`src/rtl/eew_pkg.sv`:
```
package eew_pkg;

    typedef enum logic [1:0] {
        RX_IDLE = 2'd0,
        RX_CMD  = 2'd1,
        RX_ADDR = 2'd2,
        RX_DATA = 2'd3
    } rx_state_e;

    typedef enum logic [1:0] {
        PH_IDLE  = 2'd0,
        PH_ERASE = 2'd1,
        PH_WRITE = 2'd2
    } prog_phase_e;

endpackage

```
`src/rtl/eew_pin_sync.sv`:
```
module eew_pin_sync #(
    parameter int SYNC_STAGES = 2
) (
    input  logic clk,
    input  logic rst_n,
    input  logic scl_i,
    input  logic sda_i,
    output logic scl_s_o,
    output logic sda_s_o,
    output logic scl_rise_o,
    output logic scl_fall_o,
    output logic start_o,
    output logic stop_o
);

    typedef struct packed {
        logic [SYNC_STAGES-1:0] scl_pipe;
        logic [SYNC_STAGES-1:0] sda_pipe;
        logic                   scl_prev;
        logic                   sda_prev;
    } sync_t;

    sync_t q, d;

    logic scl_now, sda_now;

    always_comb begin
        d          = q;
        d.scl_pipe = {q.scl_pipe[SYNC_STAGES-2:0], scl_i};
        d.sda_pipe = {q.sda_pipe[SYNC_STAGES-2:0], sda_i};
        d.scl_prev = q.scl_pipe[SYNC_STAGES-1];
        d.sda_prev = q.sda_pipe[SYNC_STAGES-1];
    end

    always_ff @(posedge clk or negedge rst_n) begin
        if (!rst_n) q <= '1;
        else        q <= d;
    end

    assign scl_now    = q.scl_pipe[SYNC_STAGES-1];
    assign sda_now    = q.sda_pipe[SYNC_STAGES-1];
    assign scl_s_o    = scl_now;
    assign sda_s_o    = sda_now;
    assign scl_rise_o = scl_now & ~q.scl_prev;
    assign scl_fall_o = ~scl_now & q.scl_prev;
    assign start_o    = scl_now & q.scl_prev & q.sda_prev & ~sda_now;
    assign stop_o     = scl_now & q.scl_prev & ~q.sda_prev & sda_now;

endmodule

```
`src/rtl/eew_rx_fsm.sv`:
```
module eew_rx_fsm
    import eew_pkg::*;
#(
    parameter int          ADDR_W     = 7,
    parameter int          PAGE_BYTES = 8,
    parameter logic [6:0]  DEV_ADDR   = 7'h50,
    localparam int         OFF_W      = $clog2(PAGE_BYTES),
    localparam int         PG_W       = ADDR_W - OFF_W
) (
    input  logic                      clk,
    input  logic                      rst_n,
    input  logic                      scl_rise_i,
    input  logic                      scl_fall_i,
    input  logic                      sda_s_i,
    input  logic                      start_i,
    input  logic                      stop_i,
    input  logic                      busy_i,
    input  logic                      wp_i,
    input  logic                      page_en_i,
    output logic                      sda_oe_o,
    output logic                      launch_o,
    output logic [PG_W-1:0]           page_o,
    output logic [PAGE_BYTES-1:0]     mask_o,
    output logic [PAGE_BYTES*8-1:0]   buf_o
);

    localparam logic [7:0] CMD_WRITE = {DEV_ADDR, 1'b0};

    typedef struct packed {
        rx_state_e                     st;
        logic [3:0]                    bitcnt;
        logic                          ack_ph;
        logic [7:0]                    shreg;
        logic                          sda_oe;
        logic [ADDR_W-1:0]             addr;
        logic [PAGE_BYTES-1:0]         mask;
        logic [PAGE_BYTES-1:0][7:0]    buffer;
        logic                          got;
        logic                          launch;
    } rx_t;

    rx_t q, d;

    logic [OFF_W-1:0] slot;
    assign slot = q.addr[OFF_W-1:0];

    always_comb begin
        d        = q;
        d.launch = 1'b0;
        if (start_i) begin
            d.st     = RX_CMD;
            d.bitcnt = '0;
            d.ack_ph = 1'b0;
            d.sda_oe = 1'b0;
        end else if (stop_i) begin
            if (q.st == RX_DATA && q.got && !wp_i) d.launch = 1'b1;
            d.st     = RX_IDLE;
            d.ack_ph = 1'b0;
            d.sda_oe = 1'b0;
        end else if (q.st != RX_IDLE) begin
            if (scl_rise_i && q.bitcnt < 4'd8) begin
                d.shreg  = {q.shreg[6:0], sda_s_i};
                d.bitcnt = q.bitcnt + 4'd1;
            end else if (scl_fall_i && q.ack_ph) begin
                d.sda_oe = 1'b0;
                d.ack_ph = 1'b0;
                d.bitcnt = '0;
            end else if (scl_fall_i && q.bitcnt == 4'd8) begin
                d.ack_ph = 1'b1;
                unique case (q.st)
                    RX_CMD: begin
                        if (q.shreg == CMD_WRITE && !busy_i) begin
                            d.sda_oe = 1'b1;
                            d.st     = RX_ADDR;
                        end else begin
                            d.st     = RX_IDLE;
                            d.ack_ph = 1'b0;
                        end
                    end
                    RX_ADDR: begin
                        d.addr   = q.shreg[ADDR_W-1:0];
                        d.mask   = '0;
                        d.got    = 1'b0;
                        d.sda_oe = 1'b1;
                        d.st     = RX_DATA;
                    end
                    RX_DATA: begin
                        d.sda_oe = 1'b1;
                        if (page_en_i || !q.got) begin
                            d.buffer[slot] = q.shreg;
                            d.mask[slot]   = 1'b1;
                            d.got          = 1'b1;
                            if (page_en_i) d.addr[OFF_W-1:0] = slot + 1'b1;
                        end
                    end
                    default: d.st = RX_IDLE;
                endcase
            end
        end
    end

    always_ff @(posedge clk or negedge rst_n) begin
        if (!rst_n) q <= '0;
        else        q <= d;
    end

    assign sda_oe_o = q.sda_oe;
    assign launch_o = q.launch;
    assign page_o   = q.addr[ADDR_W-1:OFF_W];
    assign mask_o   = q.mask;
    assign buf_o    = q.buffer;

endmodule

```
`src/rtl/eew_prog_seq.sv`:
```
module eew_prog_seq
    import eew_pkg::*;
#(
    parameter int PROG_CYCLES = 400000,
    localparam int ERASE_LEN  = PROG_CYCLES / 2,
    localparam int CNT_W      = $clog2(PROG_CYCLES + 1)
) (
    input  logic clk,
    input  logic rst_n,
    input  logic launch_i,
    output logic busy_o,
    output logic erase_en_o,
    output logic wr_en_o
);

    typedef struct packed {
        prog_phase_e       ph;
        logic [CNT_W-1:0]  cnt;
        logic              erase;
        logic              wr;
    } seq_t;

    seq_t q, d;

    always_comb begin
        d       = q;
        d.erase = 1'b0;
        d.wr    = 1'b0;
        unique case (q.ph)
            PH_IDLE: begin
                if (launch_i) begin
                    d.ph    = PH_ERASE;
                    d.cnt   = '0;
                    d.erase = 1'b1;
                end
            end
            PH_ERASE: begin
                d.cnt = q.cnt + 1'b1;
                if (q.cnt == CNT_W'(ERASE_LEN - 1)) begin
                    d.ph = PH_WRITE;
                    d.wr = 1'b1;
                end
            end
            PH_WRITE: begin
                d.cnt = q.cnt + 1'b1;
                if (q.cnt == CNT_W'(PROG_CYCLES - 1)) d.ph = PH_IDLE;
            end
            default: d.ph = PH_IDLE;
        endcase
    end

    always_ff @(posedge clk or negedge rst_n) begin
        if (!rst_n) q <= '0;
        else        q <= d;
    end

    assign busy_o     = (q.ph != PH_IDLE);
    assign erase_en_o = q.erase;
    assign wr_en_o    = q.wr;

endmodule

```
`src/rtl/eew_array.sv`:
```
module eew_array #(
    parameter int  ADDR_W     = 7,
    parameter int  PAGE_BYTES = 8,
    localparam int OFF_W      = $clog2(PAGE_BYTES),
    localparam int PG_W       = ADDR_W - OFF_W,
    localparam int DEPTH      = 1 << ADDR_W
) (
    input  logic                     clk,
    input  logic                     rst_n,
    input  logic                     erase_en_i,
    input  logic                     wr_en_i,
    input  logic [PG_W-1:0]          page_i,
    input  logic [PAGE_BYTES-1:0]    mask_i,
    input  logic [PAGE_BYTES*8-1:0]  buf_i,
    input  logic [ADDR_W-1:0]        rd_addr_i,
    output logic [7:0]               rd_data_o
);

    logic [DEPTH-1:0][7:0] words;

    for (genvar i = 0; i < DEPTH; i++) begin : g_word
        localparam logic [PG_W-1:0] MY_PAGE = PG_W'(i / PAGE_BYTES);
        localparam int              MY_OFF  = i % PAGE_BYTES;

        logic       hit;
        logic [7:0] word_q;

        assign hit = (page_i == MY_PAGE) && mask_i[MY_OFF];

        always_ff @(posedge clk or negedge rst_n) begin
            if (!rst_n)                word_q <= 8'hFF;
            else if (hit && erase_en_i) word_q <= 8'hFF;
            else if (hit && wr_en_i)    word_q <= buf_i[MY_OFF*8 +: 8];
        end

        assign words[i] = word_q;
    end

    assign rd_data_o = words[rd_addr_i];

endmodule

```
`src/rtl/eeprom_wr_slave.sv`:
```
module eeprom_wr_slave #(
    parameter int         ADDR_W      = 7,
    parameter int         PAGE_BYTES  = 8,
    parameter logic [6:0] DEV_ADDR    = 7'h50,
    parameter int         PROG_CYCLES = 400000,
    parameter int         SYNC_STAGES = 2,
    localparam int        OFF_W       = $clog2(PAGE_BYTES),
    localparam int        PG_W        = ADDR_W - OFF_W
) (
    input  logic              clk,
    input  logic              rst_n,
    input  logic              scl_i,
    input  logic              sda_i,
    output logic              sda_oe_o,
    input  logic              wp_i,
    input  logic              page_en_i,
    output logic              busy_o,
    input  logic [ADDR_W-1:0] rd_addr_i,
    output logic [7:0]        rd_data_o
);

    logic                    scl_s, sda_s, scl_rise, scl_fall, start_c, stop_c;
    logic                    launch, erase_en, wr_en;
    logic [PG_W-1:0]         page;
    logic [PAGE_BYTES-1:0]   mask;
    logic [PAGE_BYTES*8-1:0] pbuf;

    eew_pin_sync #(.SYNC_STAGES(SYNC_STAGES)) u_sync (
        .clk        (clk),
        .rst_n      (rst_n),
        .scl_i      (scl_i),
        .sda_i      (sda_i),
        .scl_s_o    (scl_s),
        .sda_s_o    (sda_s),
        .scl_rise_o (scl_rise),
        .scl_fall_o (scl_fall),
        .start_o    (start_c),
        .stop_o     (stop_c)
    );

    eew_rx_fsm #(
        .ADDR_W     (ADDR_W),
        .PAGE_BYTES (PAGE_BYTES),
        .DEV_ADDR   (DEV_ADDR)
    ) u_rx (
        .clk        (clk),
        .rst_n      (rst_n),
        .scl_rise_i (scl_rise),
        .scl_fall_i (scl_fall),
        .sda_s_i    (sda_s),
        .start_i    (start_c),
        .stop_i     (stop_c),
        .busy_i     (busy_o),
        .wp_i       (wp_i),
        .page_en_i  (page_en_i),
        .sda_oe_o   (sda_oe_o),
        .launch_o   (launch),
        .page_o     (page),
        .mask_o     (mask),
        .buf_o      (pbuf)
    );

    eew_prog_seq #(.PROG_CYCLES(PROG_CYCLES)) u_seq (
        .clk        (clk),
        .rst_n      (rst_n),
        .launch_i   (launch),
        .busy_o     (busy_o),
        .erase_en_o (erase_en),
        .wr_en_o    (wr_en)
    );

    eew_array #(.ADDR_W(ADDR_W), .PAGE_BYTES(PAGE_BYTES)) u_mem (
        .clk        (clk),
        .rst_n      (rst_n),
        .erase_en_i (erase_en),
        .wr_en_i    (wr_en),
        .page_i     (page),
        .mask_i     (mask),
        .buf_i      (pbuf),
        .rd_addr_i  (rd_addr_i),
        .rd_data_o  (rd_data_o)
    );

endmodule

```
`config.mk`:
```
export PLATFORM = sky130hd
export DESIGN_NAME = eeprom_wr_slave
export DESIGN_NICKNAME = d
export VERILOG_FILES = /design/src/rtl/eew_pkg.sv /design/src/rtl/eew_pin_sync.sv /design/src/rtl/eew_rx_fsm.sv /design/src/rtl/eew_prog_seq.sv /design/src/rtl/eew_array.sv /design/src/rtl/eeprom_wr_slave.sv
export SDC_FILE = /design/constraint.sdc
export NUM_CORES = 2
export LEC_CHECK = 0
export ABC_AREA = 1
export BUFFER_PORTS_ARGS = -buffer_cell sky130_fd_sc_hd__buf_4
export CORE_MARGIN = 5
export CORE_UTILIZATION = 50
export DETAILED_ROUTE_END_ITERATION = 8
export GPL_TIMING_DRIVEN = 0
export PLACE_DENSITY = 0.65
export SLEW_MARGIN = 20
export SYNTH_ARGS = -nofsm -noshare
export SYNTH_HDL_FRONTEND = slang
export SYNTH_SLANG_ARGS = --single-unit
```
`constraint.sdc`:
```
create_clock -name clk -period 2.3 [get_ports clk]
set_input_delay 0.115 -clock clk [delete_from_list [all_inputs] [get_ports clk]]
set_output_delay 0.115 -clock clk [all_outputs]
set_load 0.01 [all_outputs]
```
==> impl_metrics.yaml <==
clocking:
  cts-buffers-inserted: 120
  cts_tree: "done"
  clockBufferDepth: 3
  clk_pin_slew_ns: 0.06
  insertion_delay_ns: 0.76
  htreeDepth: 3
  cts_root_buffer: "clkbuf_16"
  clkSinkCount: 1150
critical_path:
  crit_path_start_kind: "primary input"
  worstPathMaxFanout: 10
  critPathMaxStageDelay_ns: 0.54
  crit_top_cell: "nand2_1"
  r2r_cells: 6
  path_buf_inv: 4
  cp.arrival_ns: 2.45
  critical-path-slowest-cell: "clkdlybuf4s15_2"
  cp.depth: 14
  critPathTopFamily: "buffers and inverters"
  end_kind: "output port"
  required_ns: 2.18
  critPathKind: "in -> out"
  worstPathCellList: "buf_2, buf_4, clkdlybuf4s15_2, nand2_1, nand3_2, nand3_1, nand3_2, nand2_1, nand2_1, nand3_2, nand2_4, nand2_1, nand2_1, buf_6"
global_routing:
  antenna_found_initial: 6
  top_usage_layer: "met2"
  use_met2_pct: 58.0
  grt_pass1_vias: 46190
  grt_overflow_total: 0
  grtUsageTotal_pct: 39.3
  use_met1_pct: 53.1
  grt_max_degree: 153
  grt_pass1_wl_um: 320000
  grt_util_met3_pct: 8.53
logic_synthesis:
  synthDistinctLibCells: 29
  syn_nets: 6480
  yosysTopAreaCellShare_pct: 51.0
  synth_area_um2: 53100
  ys_warn_count: 0
  yosysSeqAreaShare_pct: 56.6
  synth_seq_cells: 1150
  syn_inst: 6453
  avgSynthCellArea_um2: 8.23
  yosys-top-cells-area: "dfstp_2, nand2_1, o21ai_0"
  synth_area_leader_cell: "dfstp_2"
timing:
  skew_ns: 0.0359
  fmax_ghz: 0.390
  worstMarginPinSlew_ns: 1.13
  timing.final.ws_setup_ns: -0.265
  rsz0062_at_grt: "yes"
  slew_viol_final: 0
  timing.final.crit_period_ns: 2.57
  finalSetupViolCount: 13
  fin_hold_ws_ns: 0.0458
  fin_setup_tns_ns: -1.96
  finalCritPeriodShare_pct: 112
  hold_viol: 0
  timing.slew.headroom_pct: 24.7
floorplan:
  core-area_um2: 105000
  die_h_um: 336
  io_pins: 23
  die_w_um: 336
  num_rows: 119
  start_util_pct: 50.4
  dieArea_um2: 113000
routing:
  drtPass1Iterations: 7
  drtAntennaViolNets: 0
  drtIter0Drc: 6917
  routedWlPerCell_um: 27.9
  viasPerCell: 6.09
  dr_total_vias: 49615
  totalWireLength_um: 227000
  drc_errors: 0
flow_run:
  drv_cap: 0
place:
  hpwlAfterDp_um: 161000
  dpl.cell_count: 7872
  place_congestion: 1.05
  portBuffers: 17
pwr:
  power_mw: 46.8
  p_leak_nw: 24.0
  max-vdd-ir-drop_v: 0.000816
  p_per_area_nw_per_um2: 723
status:
  status: "complete, but fails checks"
  violations: "negative setup slack"
cells_and_area:
  n_fill_cell: 9262
  syn_to_final_growth_pct: 21.8
  nNetsFinal: 6675
  layout.cells.non_filler: 8146
  drive_gt1_share_pct: 34.0
min_path:
  holdPathStages: 2
  hold_path_class: "in -> reg"
==> metal layers <==
metal	vias to the layer above	share of wire (%)
met5	-	0
li1	21738	-
met2	2812	43
met1	24385	39
met4	0	8.0
met3	680	10
==> power breakdown <==
part           switching (mW)  total (mW)  internal [mW]
clock network            8.77        22.3           13.5
logic                    2.93        3.83          0.898
registers               0.112        20.6           20.5
==> worst register-to-register path, delay by kind of cell, from the launching register on <==
family	cells	cell delay, ns
AO/OA/AOI/OAI	1	0.28
buffers and inverters	2	0.41
flip-flops	1	0.46
AND/OR/NAND/NOR	3	1.09
==> cell families after synthesis <==
| kind of cell | after synthesis | synth area share, % |
|---|---|---|
| and+or+nand+nor | 3607 | 27.9 |
| AOI/OAI and AO/OA | 1157 | 10.9 |
| DFF | 1150 | 56.6 |
| buffers and inverters | 522 | 4.14 |
| adders and majority gates | 14 | 0.330 |
| xor gates and xnor gates | 3 | 0.0495 |
==> repair_timing <==
action	CTS	global route
gates resized for setup	527	605
gates cloned	0	0
hold buffers	9	0
endpoints found under the hold margin	47	0
pin swaps	31	220
endpoints found under the setup margin	1056	817
setup buffers	2	36
==> sequential cells by signal, summed over array words and instances, names as in the netlist, named ones only <==
name	flops
u_rx.mask_o	8
u_rx.sda_oe_o	1
u_sync.d	2
u_sync.scl_s_o	1
u_mem.g_word.word_q	1024
u_rx.page_o	4
u_seq.erase_en_o	1
u_sync.sda_s_o	1
u_rx.launch_o	1
u_seq.wr_en_o	1
u_seq.q	21
u_rx.q	19
u_sync.q	2
==> cells in the final DEF, fill, tap and decap left out, drive strengths merged, types with 2 or more instances in the layout <==
master / n
nor3: 21
dlygate4sd3: 7
nand2: 2498
bufinv: 25
dfrtp: 120
nand3: 948
nand4: 14
o21ai: 1123
buf: 255
nor2: 120
a31oi: 2
clkbuf: 425
clkdlybuf4s15: 3
nor4: 6
xnor2: 2
inv: 79
ha: 14
a21oi: 24
dfstp: 1030
diode: 2
o22ai: 3
clkinvlp: 2
clkinv: 26
==> synth_stat cells <==
cell / n
o21ai_0: 1123
xnor2_1: 2
buf_4: 1
dfrtp_1: 120
a32oi_1: 1
clkbuf_1: 244
nand3_1: 948
inv_2: 2
xor2_1: 1
a211oi_1: 1
a22oi_1: 1
nor2_1: 119
buf_2: 141
o21bai_1: 1
nand2_1: 2498
nand4_1: 14
inv_1: 76
buf_6: 8
a41oi_1: 1
buf_1: 50
nor4_1: 6
a21oi_1: 24
nor2_2: 1
dfstp_2: 1030
nor3_4: 1
o22ai_1: 3
nor3_1: 20
ha_1: 14
a31oi_1: 2
==> final cells by class <==
type                            count  area (um2)  area share [%]
Inverter                           78         297           0.459
Clock buffer                      173        3550            5.50
Antenna cell                        2        5.00         0.00774
Tap cell                         1391        1740            2.69
Sequential cell                  1150       30100            46.5
Clock inverter                     54         946            1.46
Multi-Input combinational cell   4781       24800            38.4
Buffer                            442        2250            3.48
Timing Repair Buffer               75         990            1.53
==> per-stage QoR <==
stage          worst slack [ns]  area (um2)  utilization, %
3_5_place_dp              -1.06       55300            52.4
2_1_floorplan             0.336       53100               -
4_1_cts                  -0.308       61800            58.6
3_3_place_gp             -12.14       55000            52.1
5_1_grt                  -0.292       64700            61.3
6_report                 -0.265       64700            61.3
==> path summary, 6_finish.rpt <==
path	end	slack, ns	from
worst max-delay path	rd_data_o[4]	-0.27	rd_addr_i[0]
worst min-delay path	u_sync.d[5]	0.05	scl_i
worst max register to register	u_mem.g_word[102].word_q[3]	-0.04	u_rx.page_o[0]
worst min register to register	u_sync.sda_s_o	0.36	u_sync.d[3]
max in group asynchronous	u_mem.g_word[40].word_q[1]	0.31	rst_n
min in group asynchronous	asynchronous set/reset pin	0.08	rst_n
No activity file was read; power rests on OpenSTA's default activity.
